File: config.mk
export PLATFORM = sky130hd
export DESIGN_NAME = out_xlate
export DESIGN_NICKNAME = d
export VERILOG_FILES = /design/src/rtl/out_xlate_pkg.sv /design/src/rtl/out_xlate_regs.sv /design/src/rtl/out_xlate_match.sv /design/src/rtl/out_xlate_pick.sv /design/src/rtl/out_xlate.sv
export SDC_FILE = /design/constraint.sdc
export NUM_CORES = 2
export LEC_CHECK = 0
export CAP_MARGIN = 15
export CORE_MARGIN = 2
export CORE_UTILIZATION = 45
export DETAILED_ROUTE_END_ITERATION = 12
export DONT_BUFFER_PORTS = 1
export PLACE_DENSITY = 0.61
export SYNTH_ARGS = -nofsm -noshare
export SYNTH_HDL_FRONTEND = slang
export SYNTH_SLANG_ARGS = --single-unit
File: constraint.sdc
create_clock -name clk -period 6.3 [get_ports clk]
set_clock_uncertainty 0.05 [all_clocks]
set_input_delay 1.26 -clock clk [delete_from_list [all_inputs] [get_ports clk]]
set_output_delay 1.26 -clock clk [all_outputs]
set_load 0.005 [all_outputs]
File: src/rtl/out_xlate_pkg.sv
package out_xlate_pkg;
   localparam int WORD_W = 32;
   localparam int ADDR_W = 64;
   localparam int TYPE_W = 3;
   localparam int OFS_W  = 4;
   localparam int EN_BIT = 31;
   localparam int DIR_BIT = 31;

   localparam logic [OFS_W-1:0] OFS_SEL = 4'd0;
   localparam logic [OFS_W-1:0] OFS_BLO = 4'd1;
   localparam logic [OFS_W-1:0] OFS_BHI = 4'd2;
   localparam logic [OFS_W-1:0] OFS_LIM = 4'd3;
   localparam logic [OFS_W-1:0] OFS_TLO = 4'd4;
   localparam logic [OFS_W-1:0] OFS_THI = 4'd5;
   localparam logic [OFS_W-1:0] OFS_TYP = 4'd6;
   localparam logic [OFS_W-1:0] OFS_ENA = 4'd7;

   typedef struct packed {
      logic [WORD_W-1:0] base_lo;
      logic [WORD_W-1:0] base_hi;
      logic [WORD_W-1:0] limit;
      logic [WORD_W-1:0] tgt_lo;
      logic [WORD_W-1:0] tgt_hi;
      logic [TYPE_W-1:0] typ;
      logic              en;
   } region_t;
endpackage

File: src/rtl/out_xlate_regs.sv
module out_xlate_regs
   import out_xlate_pkg::*;
#(
   parameter int NREG = 4,
   parameter int SELW = 8
) (
   input  logic              clk,
   input  logic              rst_n,
   input  logic              reg_we,
   input  logic [OFS_W-1:0]  reg_addr,
   input  logic [WORD_W-1:0] reg_wdata,
   output logic [WORD_W-1:0] reg_rdata,
   output logic              sel_ok,
   output region_t           regions [NREG]
);
   logic            sel_dir_q;
   logic [SELW-1:0] sel_idx_q;
   region_t         cur;

   always_ff @(posedge clk or negedge rst_n) begin
      if (!rst_n) begin
         sel_dir_q <= 1'b0;
         sel_idx_q <= '0;
      end else if (reg_we && reg_addr == OFS_SEL) begin
         sel_dir_q <= reg_wdata[DIR_BIT];
         sel_idx_q <= reg_wdata[SELW-1:0];
      end
   end

   assign sel_ok = !sel_dir_q && ({1'b0, sel_idx_q} < (SELW+1)'(NREG));

   for (genvar r = 0; r < NREG; r++) begin : g_region
      logic wr_this;
      assign wr_this = reg_we && sel_ok && (sel_idx_q == SELW'(r));
      always_ff @(posedge clk or negedge rst_n) begin
         if (!rst_n) begin
            regions[r] <= '0;
         end else if (wr_this) begin
            case (reg_addr)
               OFS_BLO: regions[r].base_lo <= reg_wdata;
               OFS_BHI: regions[r].base_hi <= reg_wdata;
               OFS_LIM: regions[r].limit   <= reg_wdata;
               OFS_TLO: regions[r].tgt_lo  <= reg_wdata;
               OFS_THI: regions[r].tgt_hi  <= reg_wdata;
               OFS_TYP: regions[r].typ     <= reg_wdata[TYPE_W-1:0];
               OFS_ENA: regions[r].en      <= reg_wdata[EN_BIT];
               default: ;
            endcase
         end
      end
   end

   always_comb begin
      cur = '0;
      for (int r = 0; r < NREG; r++) begin
         if (sel_ok && sel_idx_q == SELW'(r)) cur = regions[r];
      end
   end

   always_comb begin
      reg_rdata = '0;
      case (reg_addr)
         OFS_SEL: begin
            reg_rdata[DIR_BIT]    = sel_dir_q;
            reg_rdata[SELW-1:0]   = sel_idx_q;
         end
         OFS_BLO: reg_rdata = cur.base_lo;
         OFS_BHI: reg_rdata = cur.base_hi;
         OFS_LIM: reg_rdata = cur.limit;
         OFS_TLO: reg_rdata = cur.tgt_lo;
         OFS_THI: reg_rdata = cur.tgt_hi;
         OFS_TYP: reg_rdata[TYPE_W-1:0] = cur.typ;
         OFS_ENA: reg_rdata[EN_BIT] = cur.en;
         default: reg_rdata = '0;
      endcase
   end
endmodule

File: src/rtl/out_xlate_match.sv
module out_xlate_match
   import out_xlate_pkg::*;
(
   input  region_t           rgn,
   input  logic [ADDR_W-1:0] addr,
   output logic              hit,
   output logic [ADDR_W-1:0] xaddr
);
   logic [WORD_W-1:0] lo;
   logic [WORD_W-1:0] hi;
   logic [ADDR_W-1:0] base;
   logic [ADDR_W-1:0] tgt;

   assign lo   = addr[WORD_W-1:0];
   assign hi   = addr[ADDR_W-1:WORD_W];
   assign base = {rgn.base_hi, rgn.base_lo};
   assign tgt  = {rgn.tgt_hi, rgn.tgt_lo};

   assign hit   = rgn.en && (hi == rgn.base_hi) && (lo >= rgn.base_lo) && (lo <= rgn.limit);
   assign xaddr = tgt + (addr - base);
endmodule

File: src/rtl/out_xlate_pick.sv
module out_xlate_pick
   import out_xlate_pkg::*;
#(
   parameter int NREG = 4
) (
   input  logic              clk,
   input  logic              rst_n,
   input  logic              req_valid,
   input  logic [ADDR_W-1:0] req_addr,
   input  logic [NREG-1:0]   hit_vec,
   input  logic [ADDR_W-1:0] xaddr [NREG],
   input  region_t           regions [NREG],
   output logic              rsp_valid,
   output logic              rsp_hit,
   output logic [TYPE_W-1:0] rsp_type,
   output logic [ADDR_W-1:0] rsp_addr
);
   logic              any_hit;
   logic [TYPE_W-1:0] sel_type;
   logic [ADDR_W-1:0] sel_addr;

   always_comb begin
      any_hit  = 1'b0;
      sel_type = '0;
      sel_addr = req_addr;
      for (int r = NREG - 1; r >= 0; r--) begin
         if (hit_vec[r]) begin
            any_hit  = 1'b1;
            sel_type = regions[r].typ;
            sel_addr = xaddr[r];
         end
      end
   end

   always_ff @(posedge clk or negedge rst_n) begin
      if (!rst_n) begin
         rsp_valid <= 1'b0;
         rsp_hit   <= 1'b0;
         rsp_type  <= '0;
         rsp_addr  <= '0;
      end else begin
         rsp_valid <= req_valid;
         rsp_hit   <= req_valid && any_hit;
         rsp_type  <= req_valid ? sel_type : '0;
         rsp_addr  <= req_valid ? sel_addr : '0;
      end
   end
endmodule

File: src/rtl/out_xlate.sv
module out_xlate
   import out_xlate_pkg::*;
#(
   parameter int NREG = 4,
   parameter int SELW = 8
) (
   input  logic              clk,
   input  logic              rst_n,
   input  logic              reg_we,
   input  logic [3:0]        reg_addr,
   input  logic [31:0]       reg_wdata,
   output logic [31:0]       reg_rdata,
   input  logic              req_valid,
   input  logic [63:0]       req_addr,
   output logic              rsp_valid,
   output logic              rsp_hit,
   output logic [2:0]        rsp_type,
   output logic [63:0]       rsp_addr
);
   if (NREG < 1 || NREG > (1 << SELW)) begin : g_bad_nreg
      $error("out_xlate: NREG must lie in 1 .. 2**SELW");
   end
   if (SELW < 1 || SELW > 30) begin : g_bad_selw
      $error("out_xlate: SELW must lie in 1 .. 30");
   end

   region_t           regions [NREG];
   logic [ADDR_W-1:0] xaddr   [NREG];
   logic [NREG-1:0]   hit_vec;
   logic [NREG-1:0]   en_vec;
   logic              sel_ok;

   out_xlate_regs #(.NREG(NREG), .SELW(SELW)) i_regs (
      .clk       (clk),
      .rst_n     (rst_n),
      .reg_we    (reg_we),
      .reg_addr  (reg_addr),
      .reg_wdata (reg_wdata),
      .reg_rdata (reg_rdata),
      .sel_ok    (sel_ok),
      .regions   (regions)
   );

   for (genvar r = 0; r < NREG; r++) begin : g_match
      out_xlate_match i_match (
         .rgn   (regions[r]),
         .addr  (req_addr),
         .hit   (hit_vec[r]),
         .xaddr (xaddr[r])
      );
      assign en_vec[r] = regions[r].en;
   end

   out_xlate_pick #(.NREG(NREG)) i_pick (
      .clk       (clk),
      .rst_n     (rst_n),
      .req_valid (req_valid),
      .req_addr  (req_addr),
      .hit_vec   (hit_vec),
      .xaddr     (xaddr),
      .regions   (regions),
      .rsp_valid (rsp_valid),
      .rsp_hit   (rsp_hit),
      .rsp_type  (rsp_type),
      .rsp_addr  (rsp_addr)
   );
endmodule

==> metrics.md <==
| Metric | Value |
|---|---|
| Initial antenna violation count | `31` |
| Worst-path cell chain | `or4_1 > nor4_1 > nor2b_1 > nand2_1 > buf_12 > buf_12 > o22ai_1 > nor4_1 > o21ai_0` |
| Fin worst setup slack | `-0.0869 ns` |
| Peak supply drop | `291 µV` |
| Sequential area share after synthesis | `28.1%` |
| Vias | `62200` |
| Dpl hpwl | `294 mm` |
| Post-synth top flop | `dfrtp_1` |
| Most frequent cells in the layout | `inv_1 (1273), dfrtp_1 (733), ha_1 (636)` |
| H-tree levels | `3` |
| Cell family with most CP delay | `simple AND/OR/NAND/NOR gates` |
| P_leak | `34.9 nW` |
| TNS Setup | `-0.149 ns` |
| Die area | `148000 µm²` |
| WL per Instance | `38.2 µm` |
| DRC | `0` |
| Post-CTS setup buffer count | `0` |
| Synthesis-to-layout area growth | `11.0%` |
| Worst skew pair latency | `0.76 ns` |
| Cell area after layout | `72700 µm²` |
| Worst min path class | `in2async` |
| Antenna-violating nets left | `0` |
| Switching power | `0.00990 W` |
| Worst Setup End Kind | `primary output` |
| Post-Layout Cell Count | `9461` |
| Post-synth EDFFs | `0` |
| Slowest stage cell, crit path | `nor2b_1` |
| Flop-to-flop setup slack | `0.45 ns` |
| Port bufs | `0` |
| Pre-antenna DRT Iters | `8` |
| First-iteration detailed-routing DRC count | `8356` |
| # nets final | `8462` |
| Sw Ratio | `45.0%` |
| R2R cell count | `20` |
| Failing checks | `setup timing` |
| Critical Path AT | `5.08 ns` |
| GPL Wtd Cong | `1.11` |
| Sink Count | `734` |
| Mapped Cells | `7414` |
| Unrepaired setup endpoints after global routing | `no` |
| RR Startpoint | `i_regs.regions[460]` |
| WP data required | `4.99 ns` |
| Async SR Flop Fraction | `100%` |
| First-pass GRT wire length | `484 mm` |
| Vias in the first global route | `59400` |
| WS Path Type | `reg2out` |
| PwrDens | `302 nW/µm²` |
| Clk pwr share | `26.6%` |
| Fmax | `157 MHz` |
| Avg Inst Size Synth | `8.83 µm²` |
| Reg power frac | `25.8%` |
| Setup crit start kind | `flip-flop` |
| CP max FO | `13` |
| Clk buf depth | `3` |
| Net Count, Synth | `8406` |
| CTS tree | `yes` |
| Root buf cell | `clkbuf_16` |
| Netlist cell types | `89` |
| Comb pwr share | `47.6%` |
| I/O pin count | `205` |
| Run status | `finished with violations` |
| GRT Overall Usage | `47.8%` |
| Commonest non-fill, non-tap cell in the layout | `inv_1` |
| Row cnt | `139` |
| Fraction of layout cells with a size suffix above 1 | `13.9%` |
| CP Buf/Inv Count | `2` |
| Final wirelength | `362 mm` |
| Area of the mapped netlist | `65400 µm²` |
| Placed Instance Area | `69300 µm²` |
| Core footprint | `144000 µm²` |
| Routed vias/inst | `6.57` |
| Largest stage delay on the critical path | `0.74 ns` |
| Least-Margin Pin Slew | `1.22 ns` |
| WHS | `0.146 ns` |
| Synthesis-stage register bit count | `734` |
| Max-slew headroom | `17.8%` |
| Final Setup Violations | `3` |
| Initial Util | `45.4%` |
| Final Hold Vio Count | `0` |
| Pin count of the biggest net entering global routing | `735` |
| # resized after CTS | `0` |
| Synth warnings | `0` |
| Die Ht | `385 µm` |
| Max-cap viol count | `0` |
| Reg clk slew, reported paths | `0.06 ns` |
| Die width | `385 µm` |
| Total gr overflow | `0` |
| TritonCTS buffer count | `91` |
| Final Cycle Share | `101%` |
| Dpl cells | `9276` |
| Min Tclk post-route | `6.39 ns` |
| Reg2reg end | `i_pick.rsp_addr[60]` |
| Max Slew Vio Count | `0` |
| Hold buffer count at CTS | `0` |
| Internal | `0.0121 W` |
[synth_stat cells, types with 16 or more instances]
cell type,number,area share [%]
a211oi_1,62,0.71
a21o_1,194,2.2
a21oi_1,456,3.5
a221o_1,29,0.44
a221oi_1,37,0.50
a222oi_1,26,0.40
a22oi_1,78,0.89
a31oi_1,75,0.72
and2_1,35,0.33
and3_1,31,0.30
and4_1,19,0.25
buf_1,67,0.38
clkbuf_1,282,1.6
dfrtp_1,734,28
fa_1,252,7.7
ha_1,636,12
inv_1,1273,7.3
mux2_2,513,8.8
mux2i_1,168,2.6
nand2_1,566,3.2
nand2b_1,31,0.30
nand3_1,92,0.70
nand4_1,149,1.4
nor2_1,264,1.5
nor2b_1,32,0.31
nor3_1,91,0.70
nor4_1,38,0.36
o211ai_1,73,0.84
o21a_1,37,0.42
o21ai_0,422,3.2
o21bai_1,65,0.75
o221ai_1,19,0.25
o22ai_1,82,0.78
o31ai_1,20,0.23
or3_1,25,0.24
or4_1,16,0.18
xnor2_1,152,2.0
xor2_1,87,1.2
[worst max path at each step]
stage	end	cells after the start	slack (ns)	startpoint
after detailed placement	i_pick.rsp_addr[60]	20	-0.14	req_addr[1]
final	reg_rdata[23]	9	-0.09	i_regs.sel_idx_q[7]
after global routing	reg_rdata[19]	9	0.02	i_regs.sel_idx_q[7]
after floorplan	i_pick.rsp_addr[58]	16	1.27	req_addr[1]
after CTS	reg_rdata[19]	9	0.25	i_regs.sel_idx_q[7]
after global placement	i_pick.rsp_addr[60]	20	-0.16	req_addr[1]
[power groups by stage]
stage	registers [W]	logic, W	clock network, W
after floorplan	0.00542	0.00597	0
after global placement	0.00569	0.00991	0
after detailed placement	0.00570	0.00987	0
after CTS	0.00562	0.00992	0.00586
after global routing	0.00568	0.0110	0.00602
final	0.00567	0.0105	0.00584
[kinds of logic (layout without fill, tap and decap cells)]
kind of cell	Yosys count	after routing	synth area share, %
buffers and inverters	1629	1761	9.37
xor gates and xnor gates	239	239	3.20
muxes	681	681	11.4
AOI/OAI and AO/OA	1818	1818	17.8
adders and majority gates	888	888	19.9
other	0	12	0
DFF	734	734	28.1
and+or+nand+nor	1425	1425	10.3
[sequential cells by signal (all words and copies together) (netlist names)]
signal / cells
i_regs.sel_dir_q: 1
i_pick.rsp_addr: 64
i_regs.sel_idx_q: 8
i_regs.regions: 656
i_pick.rsp_type: 3
i_pick.rsp_hit: 1
i_pick.rsp_valid: 1
[through the flow]
stage / util (%) / power (W) / worst slack, ns
detailed placement: 48.1 / 0.0156 / -0.136
global route: 50.4 / 0.0227 / 0.0151
finish: 50.5 / 0.0220 / -0.0869
global placement: 48.1 / 0.0156 / -0.159
CTS: 50.4 / 0.0214 / 0.255
floorplan: - / 0.0114 / 1.27
[area by class of cell]
cell class	instances	area, µm²
flip-flops and latches	734	18400
diodes	12	30.0
well taps	1903	2380
multi-input cells	5051	41100
repair buffers	318	2760
fillers	13800	71300
clock buffers	119	2540
clock inverters	50	718
inverters	1274	4780
[routing by layer]
metal	wire length [µm]	up-vias	global-route usage, %	part of all wire [%]
met4	22500	26	23.8	6.2
met3	52000	813	20.8	14
li1	-	25700	-	-
met1	142000	31400	62.4	39
met5	706	-	2.86	0.20
met2	144000	4295	66.6	40
Power figures use the tool's default switching activity.
